`src/rtl/uart_flow_pkg.sv`:
```
package uart_flow_pkg;

  typedef enum logic [1:0] {
    RTS_SRC_IDLE   = 2'd0,
    RTS_SRC_AUTO   = 2'd1,
    RTS_SRC_MANUAL = 2'd2
  } rts_src_e;

  function automatic rts_src_e pick_rts_src(input logic en, input logic manual);
    if (!en)
      return RTS_SRC_IDLE;
    else if (manual)
      return RTS_SRC_MANUAL;
    else
      return RTS_SRC_AUTO;
  endfunction

endpackage

```
`src/rtl/flow_cts_sync.sv`:
```
module flow_cts_sync #(
  parameter int   STAGES  = 2,
  parameter logic RST_VAL = 1'b1
) (
  input  logic clk,
  input  logic rst,
  input  logic din,
  output logic dout
);

  logic [STAGES-1:0] chain_q;

  // The first stage samples the asynchronous pin; each later stage resamples the one before it.
  always_ff @(posedge clk) begin
    if (rst)
      chain_q[0] <= RST_VAL;
    else
      chain_q[0] <= din;
  end

  for (genvar g = 1; g < STAGES; g++) begin : g_stage
    always_ff @(posedge clk) begin
      if (rst)
        chain_q[g] <= RST_VAL;
      else
        chain_q[g] <= chain_q[g-1];
    end
  end

  assign dout = chain_q[STAGES-1];

endmodule

```
`src/rtl/flow_rts_gen.sv`:
```
module flow_rts_gen
  import uart_flow_pkg::*;
#(
  parameter int   CNT_W    = 5,
  parameter logic IDLE_LVL = 1'b1
) (
  input  logic             clk,
  input  logic             rst,
  input  logic [CNT_W-1:0] level,
  input  logic [CNT_W-1:0] thresh,
  input  logic             en,
  input  logic             manual,
  input  logic             invert,
  input  logic             man_val,
  output logic             rts_q
);

  rts_src_e src;
  logic     reached;
  logic     rts_nxt;

  assign src     = pick_rts_src(en, manual);
  assign reached = (level >= thresh);

  always_comb begin
    case (src)
      RTS_SRC_AUTO:   rts_nxt = reached ^ invert;
      RTS_SRC_MANUAL: rts_nxt = man_val;
      default:        rts_nxt = IDLE_LVL;
    endcase
  end

  always_ff @(posedge clk) begin
    if (rst)
      rts_q <= IDLE_LVL;
    else
      rts_q <= rts_nxt;
  end

endmodule

```
`src/rtl/flow_tx_gate.sv`:
```
module flow_tx_gate (
  input  logic clk,
  input  logic rst,
  input  logic cts_en,
  input  logic halt_lvl,
  input  logic cts_s,
  input  logic frame_busy,
  output logic permit_q
);

  logic halt_now;

  assign halt_now = cts_en && (cts_s == halt_lvl);

  // The permit is re-evaluated only between characters.
  always_ff @(posedge clk) begin
    if (rst)
      permit_q <= 1'b0;
    else if (!frame_busy)
      permit_q <= !halt_now;
  end

endmodule

```
`src/rtl/uart_flow_ctl.sv`:
```
module uart_flow_ctl #(
  parameter int   CNT_W       = 5,
  parameter int   SYNC_STAGES = 2,
  parameter logic RTS_IDLE    = 1'b1,
  parameter logic CTS_RST     = 1'b1
) (
  input  logic             clk,
  input  logic             rst,
  input  logic [CNT_W-1:0] rx_level,
  input  logic             rts_en,
  input  logic             rts_manual,
  input  logic             rts_invert,
  input  logic [CNT_W-1:0] rts_thresh,
  input  logic             rts_manual_val,
  input  logic             cts_en,
  input  logic             cts_halt_level,
  input  logic             cts_pin,
  input  logic             tx_frame_active,
  output logic             rts_out,
  output logic             tx_permit
);

  logic cts_sync;

  flow_rts_gen #(
    .CNT_W   (CNT_W),
    .IDLE_LVL(RTS_IDLE)
  ) u_rts (
    .clk    (clk),
    .rst    (rst),
    .level  (rx_level),
    .thresh (rts_thresh),
    .en     (rts_en),
    .manual (rts_manual),
    .invert (rts_invert),
    .man_val(rts_manual_val),
    .rts_q  (rts_out)
  );

  flow_cts_sync #(
    .STAGES (SYNC_STAGES),
    .RST_VAL(CTS_RST)
  ) u_sync (
    .clk (clk),
    .rst (rst),
    .din (cts_pin),
    .dout(cts_sync)
  );

  flow_tx_gate u_gate (
    .clk       (clk),
    .rst       (rst),
    .cts_en    (cts_en),
    .halt_lvl  (cts_halt_level),
    .cts_s     (cts_sync),
    .frame_busy(tx_frame_active),
    .permit_q  (tx_permit)
  );

endmodule

```
`config.mk`:
```
export PLATFORM = sky130hd
export DESIGN_NAME = uart_flow_ctl
export DESIGN_NICKNAME = d
export VERILOG_FILES = /design/src/rtl/uart_flow_pkg.sv /design/src/rtl/flow_cts_sync.sv /design/src/rtl/flow_rts_gen.sv /design/src/rtl/flow_tx_gate.sv /design/src/rtl/uart_flow_ctl.sv
export SDC_FILE = /design/constraint.sdc
export NUM_CORES = 1
export LEC_CHECK = 0
export ABC_AREA = 0
export BUFFER_PORTS_ARGS = -buffer_cell sky130_fd_sc_hd__buf_2
export CAP_MARGIN = 25
export CORE_AREA = 2 2 39 41
export CTS_CLUSTER_SIZE = 25
export DETAILED_ROUTE_END_ITERATION = 10
export DIE_AREA = 0 0 41 43
export MAX_ROUTING_LAYER = met4
export PLACE_DENSITY = 0.49
export SLEW_MARGIN = 0
export SYNTH_ARGS = -nofsm -noshare
export SYNTH_HDL_FRONTEND = slang
export SYNTH_HIERARCHICAL = 1
export SYNTH_SLANG_ARGS = --single-unit
```
`constraint.sdc`:
```
create_clock -name clk -period 3.45 [get_ports clk]
set_input_delay 0.5175 -clock clk [delete_from_list [all_inputs] [get_ports clk]]
set_output_delay 0.5175 -clock clk [all_outputs]
set_load 0.03 [all_outputs]
```
==> out/qor.csv, run 1 <==
metric,value,unit
Post-synth EDFFs,0,
Max Root-Sink Buffers,2,
top post-synthesis cells by area,"dfxtp_1 28%, ha_1 22%, inv_1 9.3%",
WP data required,3.55,ns
Port Buf Inserts,21,
share of cells above drive strength 1,43.86,%
gp weighted congestion,0.6922,
worst-margin pin slew,0.2239,ns
RSZ-0062 raised after global routing,false,
CTS Root Cell,clkbuf_4,
# clock sinks,4,
Syn Inst Count,33,
antenna violations before repair,0,
Max-slew headroom,84.97,%
H-tree Lvls,1,
Skew-Pair Late Insertion Delay,0.23,ns
WS Path Type,primary input to flip-flop,
cts hold-fix bufs,0,
Worst setup SP type,primary input,
Post-Route Skew,0.0006561,ns
predominant post-synthesis flop cell,dfxtp_1,
I/O pin cnt,22,
max_cap viols,0,
setup TNS,0,ns
post-route ant nets,0,
Leak Pwr,0.2442,nW
largest net degree at the start of global routing,5,
post-route design area,429.2,sq um
number of setup violations in the final report,0,
first-pass GRT wire length,890,um
status,"finished, final reports clean",
"flops & latches, synth",4,
chip width,41,um
"count leader, synth",inv_1,
Final nets,84,
Area growth syn-to-layout,52.44,%
synth warn,6,
maximum vdd drop,0.06381,mV
standard-cell rows,14,
Worst setup EP type,flip-flop,
drt pass-1 iters,2,
CTS Buf Count,3,
FMAX,694.0,MHz
# fillers,150,
Worst Path Max Fanout,3,
post-synth top area cell,dfxtp_1,
Clock Pin Slew Worst Setup and Hold Paths,0.04,ns
post-synthesis sequential area ratio,28.44,%
CORE AREA,1384,sq um
Die H,43,um
Commonest cells post-synth,"7 x inv_1, 5 x ha_1, 4 x dfxtp_1",
Tmin final,1.441,ns
vias in the first global route,260,
number of diodes,0,
Avg Inst Size Synth,8.531,sq um
Die ar.,1763,sq um
Hold/Removal Path Class,flip-flop to flip-flop,
cell area after placement,406.6,sq um
Via density,4.000,
Slew Limit Fails,0,
residual DRC count,0,
post-cts sizing count,0,
final hold vios,0,
CP arrival,1.54,ns
DR vias,292,
hpwl dp,503.3,um
CTS tree,built,
Tcrit/Tclk final,41.77,%
Total GRT Usage,7.906,%
total length of routed wires,568,um
syn_nets,58,
initial core utilization,20.34,%
Post-Syn Area,281.5,sq um
DR WL/cell,7.781,um
setup bufs post-CTS,0,
area fraction of the dominant cell type after synthesis,28.44,%
asr flop ratio synth,0,%
Detailed Route Iter0 Violations,2,
post-synthesis cell type count,17,
PwrDens,330.9,nW/um^2
total global routing overflow,0,
==> registers in the layout (all words and copies together) (netlist names) <==
register and flops:
u_rts/rts_q 1, u_sync/chain_q 1, u_sync/dout 1, u_gate/permit_q 1
==> kinds of logic (layout without fill, tap and decap cells) <==
logic type / Yosys count / in the layout / share of synthesized area, %
fa+ha+maj: 5 / 5 / 22.22
flops: 4 / 4 / 28.45
buf+inv: 7 / 31 / 9.335
compound gates: 7 / 7 / 18.67
simple gates: 9 / 9 / 18.22
xor+xnor: 1 / 1 / 3.112
==> per-stage QoR <==
stage          power (mW)  setup slack (ns)  std cells  utilization [%]  hold slack, ns
6_report           0.1420             2.009         73            31.01          0.4089
5_1_grt            0.1544             1.885         73            31.01          0.4575
4_1_cts            0.1474             2.015         73            31.01          0.4148
3_5_place_dp      0.08585             1.753         70            29.39          0.4074
3_3_place_gp      0.08533             1.805         70            29.39          0.3868
2_1_floorplan     0.07004             1.946         33                -          0.3832
==> critical path, stage by stage <==
cell,delay [ns]
buf_2,0.10
ha_1,0.30
a21oi_1,0.22
nor2_1,0.07
a311oi_1,0.21
o311ai_1,0.13
==> area by class of cell <==
| type | instances | area (sq um) | area share (%) |
|---|---|---|---|
| clock buffers | 3 | 22.52 | 5.248 |
| inverters | 7 | 26.28 | 6.122 |
| multi-input cells | 22 | 175.2 | 40.82 |
| flip-flops and latches | 4 | 80.08 | 18.66 |
| well taps | 16 | 20.02 | 4.665 |
| repair buffers | 21 | 105.1 | 24.49 |
==> report_power, final <==
| part | internal (mW) | leakage [nW] | switching [mW] |
|---|---|---|---|
| combinational | 0.0182 | 0.197 | 0.0164 |
| sequential | 0.0493 | 0.0332 | 0.000814 |
| clock | 0.0389 | 0.0138 | 0.0185 |
==> cells in the final DEF, fill, tap and decap left out, types with 2 or more instances in the layout <==
cell type	netlist	routed
or2_1	2	2
ha_1	5	5
a311oi_1	2	2
clkbuf_4	0	3
buf_2	0	21
dfxtp_1	4	4
nor2b_1	2	2
inv_1	7	7
==> routing by layer <==
| layer | wire length [um] | GRT usage [%] |
|---|---|---|
| met1 | 237 | 8.626 |
| met2 | 258 | 10.94 |
| met3 | 72 | 1.571 |
| met4 | 0 | 8.000 |
| met5 | 0 | - |
==> final timing paths <==
check	end	depth (start not counted)	slack [ns]	startpoint
setup / recovery	u_rts/rts_q	6	2.01	rx_level[4]
hold / removal	u_sync/dout	1	0.41	u_sync/chain_q[0]
setup reg to reg	u_gate/permit_q	2	2.69	u_sync/dout
hold reg to reg	u_sync/dout	1	0.41	u_sync/chain_q[0]
(Power assumes the default switching activity.)
==> inputs of run 2 (changes only) <==
- ABC_AREA: 0 -> 1
- PLACE_DENSITY: 0.49 -> 0.52
- clock period: 3.45 -> 1.4 ns (I/O delays scaled with it)
==> run 2 against run 1 <==
  * Final cell count up 26%
  * Non-clock buffer count unchanged
  * Highest routed layer unchanged
  * Area after synthesis up 12%
  * Combinational power rose to 2.6 times the previous value
  * Hold slack worse by 0.26 ns
  * Clock skew about the same
  * Global-route usage up 0.75 points
  * Utilization up 2.4 points
  * Routed wire length up 0.53%
  * Clock power up 140%
  * Total power up 150%
  * Register-to-register slack worse by 2.0 ns
==> out/qor.csv, run 2 <==
metric,value,unit
Skew-Pair Late Insertion Delay,0.23,ns
worst path bufs/invs,1,
Max-slew headroom,89.57,%
number of setup violations in the final report,0,
syn_nets,77,
Worst setup EP type,output port,
post-synthesis cell type count,9,
Setup crit start,u_gate/permit_q,
"critical path, cell by cell",buf_2,
Tcrit/Tclk final,67.28,%
total length of routed wires,571,um
initial core utilization,22.78,%
post-synthesis sequential area ratio,25.40,%
first-pass GRT wire length,1.028,mm
number of diodes,0,
Worst path top cell family by delay,flip-flops,
cts hold-fix bufs,0,
Post-Route Skew,0.0002959,ns
largest family of logic cells by synthesized area,simple AND/OR/NAND/NOR gates,
RSZ-0062 raised after global routing,false,
Die ar.,1763,sq um
standard-cell rows,14,
antenna violations before repair,0,
Avg Inst Size Synth,6.064,sq um
xor/xnor share of the synthesized area,0,%
area fraction of the dominant cell type after synthesis,25.40,%
CTS Buf Count,3,
post-synthesis adder-cell area fraction,19.84,%
Die H,43,um
hpwl dp,511,um
"flops & latches, synth",4,
FMAX,1062,MHz
Clock Pin Slew Worst Setup and Hold Paths,0.04,ns
worst flop-to-flop path startpoint,u_sync/dout,
CP arrival,0.73,ns
Max Root-Sink Buffers,2,
DR vias,351,
Slew Limit Fails,0,
vias in the first global route,316,
Crit-path slowest cell,dfxtp_1,
# fillers,160,
Worst setup SP type,flip-flop,
CTS Root Cell,clkbuf_4,
"most common cell after layout, fill and taps aside",buf_2,
Detailed Route Iter0 Violations,3,
"commonest cells after routing, fill and taps aside","21 x buf_2, 18 x inv_1, 16 x nand2_1, 5 x ha_1, 4 x dfxtp_1",
gp weighted congestion,0.6474,
simple-gate share of the synthesized area,30.16,%
H-tree Lvls,1,
post-route ant nets,0,
setup bufs post-CTS,0,
top post-synthesis cells by area,"dfxtp_1 25%, inv_1 21%, ha_1 20%",
# clock sinks,4,
post-cts sizing count,0,
max_cap viols,0,
WP data required,1.19,ns
GRT met2 Usage,13.13,%
met3 Usage GRT,0,%
Leak Pwr,0.3198,nW
drt pass-1 iters,3,
largest net degree at the start of global routing,4,
Via density,3.815,
Worst Path Max Fanout,2,
multiplexer area fraction after synthesis,0,%
total global routing overflow,0,
worst r2r path cells,5,
Total Power,0.3509,mW
Port Buf Inserts,21,
Hold/Removal Path Class,primary input to flip-flop,
worst-margin pin slew,0.1565,ns
CTS tree,built,
Commonest cells post-synth,"18 x inv_1, 16 x nand2_1, 5 x ha_1",
Total GRT Usage,8.651,%
status,"finished, final reports clean",
Final nets,103,
predominant post-synthesis flop cell,dfxtp_1,
Critical R2R Capture,u_gate/permit_q,
final hold vios,0,
"count leader, synth",inv_1,
Area growth syn-to-layout,46.83,%
WS Path Type,flip-flop to output port,
CORE AREA,1384,sq um
Crit. path cell count,1,
FF-to-FF setup slack,0.74,ns
post-synth top area cell,dfxtp_1,
Post-Place Cells,89,
Post-Syn Area,315.3,sq um
maximum vdd drop,0.1792,mV
Tmin final,0.9419,ns
Post-synth EDFFs,0,
Syn Inst Count,52,
GRT met1 Usage,9.677,%
Setup crit end,tx_permit,
residual DRC count,0,
synth warn,6,
share of cells above drive strength 1,32.89,%
crit-path max cell delay,0.31,ns
asr flop ratio synth,0,%
setup TNS,0,ns
PwrDens,758.1,nW/um^2
grt peak-use layer,met2,
DR WL/cell,6.207,um
I/O pin cnt,22,
Compound-Gate Fraction of Synth Area,3.175,%
chip width,41,um
Layout Cells excl Fill,92,
[run 2: cell types whose count changed in the layout (fill, tap and decap cells not counted), moves of 2 or more]
cell      before  now
nand3_1        0    3
inv_1          7   18
a311oi_1       2    0
nor2b_1        2    0
nand2_1        1   16
or2_1          2    0
[run 2: where the power goes]
group          total [mW]  leakage [nW]  switching [mW]  internal (mW)
sequential          0.123        0.0332         0.00195          0.121
clock               0.138        0.0138          0.0425         0.0956
combinational      0.0897         0.273          0.0463         0.0434
total               0.351         0.320          0.0907          0.260
[run 2: worst min-delay path by stage]
stage,cells after the start,from,endpoint,slack [ns]
after floorplan,2,cts_pin,u_sync/chain_q[0],0.29
after global placement,3,cts_pin,u_sync/chain_q[0],0.38
after detailed placement,3,cts_pin,u_sync/chain_q[0],0.39
after CTS,3,cts_pin,u_sync/chain_q[0],0.14
after global routing,3,cts_pin,u_sync/chain_q[0],0.17
final,3,cts_pin,u_sync/chain_q[0],0.15
[run 2: per-layer routing]
metal  wire length, um  part of all wire (%)
met1               260                    46
met2               259                    45
met3                51                   8.9
met4                 0                     0
met5                 0                     0
[run 2: through the flow]
stage	cell area, sq um	setup WS (ns)	hold slack, ns	utilization, %
6_report	462.9	0.4581	0.1508	33.45
5_1_grt	462.9	0.3079	0.1668	33.45
4_1_cts	462.9	0.4430	0.1435	33.45
3_5_place_dp	440.4	0.2361	0.3873	31.83
3_3_place_gp	440.4	0.2363	0.3808	31.83
2_1_floorplan	315.3	0.3820	0.2948	-
[run 2: worst reg2reg max path, delay by kind of cell, from the launching register on]
| family | cells | cell delay (ns) |
|---|---|---|
| buffers and inverters | 2 | 0.07 |
| DFF | 1 | 0.31 |
| and+or+nand+nor | 3 | 0.17 |
[run 2: logic make-up (layout without fill, tap and decap cells)]
group	after synthesis	in the layout
and+or+nand+nor	23	23
buffers and inverters	18	42
adders and majority gates	5	5
DFF	4	4
AOI/OAI and AO/OA	2	2
[run 2: layout make-up]
class	instances	area [sq um]	area share [%]
well taps	16	20.02	4.324
multi-input cells	30	167.7	36.22
repair buffers	21	105.1	22.70
flip-flops and latches	4	80.08	17.30
clock buffers	3	22.52	4.865
inverters	18	67.56	14.59
==> inputs of run 3 (changes only) <==
- PLACE_DENSITY: 0.52 -> 0.54
- clock period: 1.4 -> 0.8 ns (I/O delays scaled with it)
==> run 3 against run 2 <==
  * The flow now finishes with violations (setup timing)
  * First-iteration DRC count down 33%
  * Register-to-register slack worse by 0.61 ns
  * Global-route usage is 0.69 points higher
  * Total power grew 94%
  * Sequential cell count stayed put
  * Via count grew 0.85%
  * Sequential share of layout area is 3.3 points lower
  * Utilization is 8.4 points higher
  * Critical endpoint is now u_rts/rts_q
==> out/qor.csv, run 3 (same netlist as run 2, synthesis figures left out) <==
metric,value,unit
status,"complete, but fails checks",
CP arrival,0.92,ns
total length of routed wires,615,um
H-tree Lvls,1,
Setup crit start,rts_thresh[4],
CTS Root Cell,clkbuf_4,
post-route ant nets,0,
Tcrit/Tclk final,100.5,%
residual DRC count,0,
largest net degree at the start of global routing,4,
setup bufs post-CTS,0,
met2 WL,324,um
vias in the first global route,323,
initial core utilization,22.78,%
WS Path Type,primary input to flip-flop,
Worst Hold Depth,3,
Area growth syn-to-layout,83.73,%
DR WL/cell,6.685,um
met3 WL post-DR,56,um
"most used cell, CP",nand2_1,
Crit. path cell count,10,
Die ar.,1763,sq um
Worst path top cell family by delay,simple AND/OR/NAND/NOR gates,
Leak Pwr,0.3346,nW
chip width,41,um
worst path bufs/invs,2,
CTS tree,built,
# fillers,149,
Worst setup EP type,flip-flop,
Worst setup SP type,primary input,
share of cells above drive strength 1,47.37,%
CTS Buf Count,3,
final hold vios,0,
number of setup violations in the final report,1,
standard-cell rows,14,
Worst Path Max Fanout,2,
"commonest cells after routing, fill and taps aside","15 x buf_2, 15 x nand2_1, 14 x inv_1, 5 x buf_6, 4 x ha_4",
Max-slew headroom,92.37,%
Slew Limit Fails,0,
WP data required,0.92,ns
Crit-path slowest cell,ha_4,
antenna violations before repair,0,
Hold/Removal Path Class,primary input to flip-flop,
# clock sinks,4,
FMAX,1243,MHz
first-pass GRT wire length,1.041,mm
Tmin final,0.8044,ns
Clock Pin Slew Worst Setup and Hold Paths,0.04,ns
number of diodes,0,
worst-margin pin slew,0.1144,ns
Total GRT Usage,9.343,%
hpwl dp,563.5,um
Skew-Pair Late Insertion Delay,0.23,ns
dpl ws,-0.3359,ns
Die H,43,um
maximum vdd drop,0.4047,mV
gp weighted congestion,0.6297,
critical hold path startpoint,cts_pin,
cts hold-fix bufs,0,
Max Root-Sink Buffers,2,
worst flop-to-flop path startpoint,u_sync/dout,
DR vias,354,
final setup margin,-0.004352,ns
crit-path max cell delay,0.26,ns
Final nets,103,
Via density,3.848,
total global routing overflow,0,
RSZ-0062 raised after global routing,true,
Detailed Route Iter0 Violations,2,
PwrDens,1177,nW/um^2
drt pass-1 iters,2,
worst r2r path cells,5,
failing checks,setup timing,
cell area after placement,515.5,sq um
CORE AREA,1384,sq um
I/O pin cnt,22,
Top Layer Used,met3,
Port Buf Inserts,21,
Post-Route Skew,0.002344,ns
length of routed wiring on met1,234,um
max_cap viols,0,
"critical path, cell by cell","buf_8, inv_12, ha_4, nand2_2, nor2_1, nand2_1, nand3_1, nand2_1, nand3_1, nand2_1",
post-route design area,579.3,sq um
run 3: cell counts in the layout (fill, tap and decap cells not counted):
No cell type changed its count.
run 3: layer usage:
layer	track usage (%)	vias up
met2	14.37	12
met3	5.236	0
met5	-	-
met4	8.000	0
met1	7.348	144
li1	-	198
run 3: what timing repair did:
item                                    in CTS  in global routing
endpoints found under the setup margin       3                  3
pin swaps                                    1                  0
gates resized for setup                     10                  0
run 3: final timing paths:
path	to	slack [ns]
worst max-delay path	u_rts/rts_q	-0.004
worst min register to register	u_sync/dout	0.41
worst min-delay path	u_sync/chain_q[0]	0.06
worst max register to register	u_gate/permit_q	0.13
run 3: area by class of cell:
type / count / area (sq um) / area share, %
Timing Repair Buffer: 21 / 146.4 / 25.27
Clock buffer: 3 / 22.52 / 3.888
Sequential cell: 4 / 81.33 / 14.04
Inverter: 18 / 85.08 / 14.69
Tap cell: 16 / 20.02 / 3.456
Multi-Input combinational cell: 30 / 224.0 / 38.66
run 3: metrics by stage:
step                hold WS, ns  setup TNS, ns  power (mW)  utilization (%)  cells
floorplan                0.2048       -0.08111      0.3424                -     52
global placement         0.2982        -0.3055      0.4233            37.25     89
detailed placement       0.3010        -0.3359      0.4259            37.25     89
CTS                     0.05607       -0.02056      0.7031            41.86     92
global route            0.06752        -0.1166      0.7482            41.86     92
finish                  0.06100      -0.004352      0.6820            41.86     92
run 3: worst register-to-register path, stage by stage (launching register included):
cell	delay, ns
dfxtp_1	0.32
inv_1	0.04
nand2_1	0.04
nand3_1	0.07
nand2_1	0.06
inv_1	0.03
run 3: power by group:
group          total [mW]  leakage [nW]  internal [mW]  switching, mW
clock network       0.240        0.0138          0.167         0.0732
logic               0.223         0.287          0.120          0.103
registers           0.219        0.0335          0.213        0.00535
total               0.682         0.335          0.500          0.182
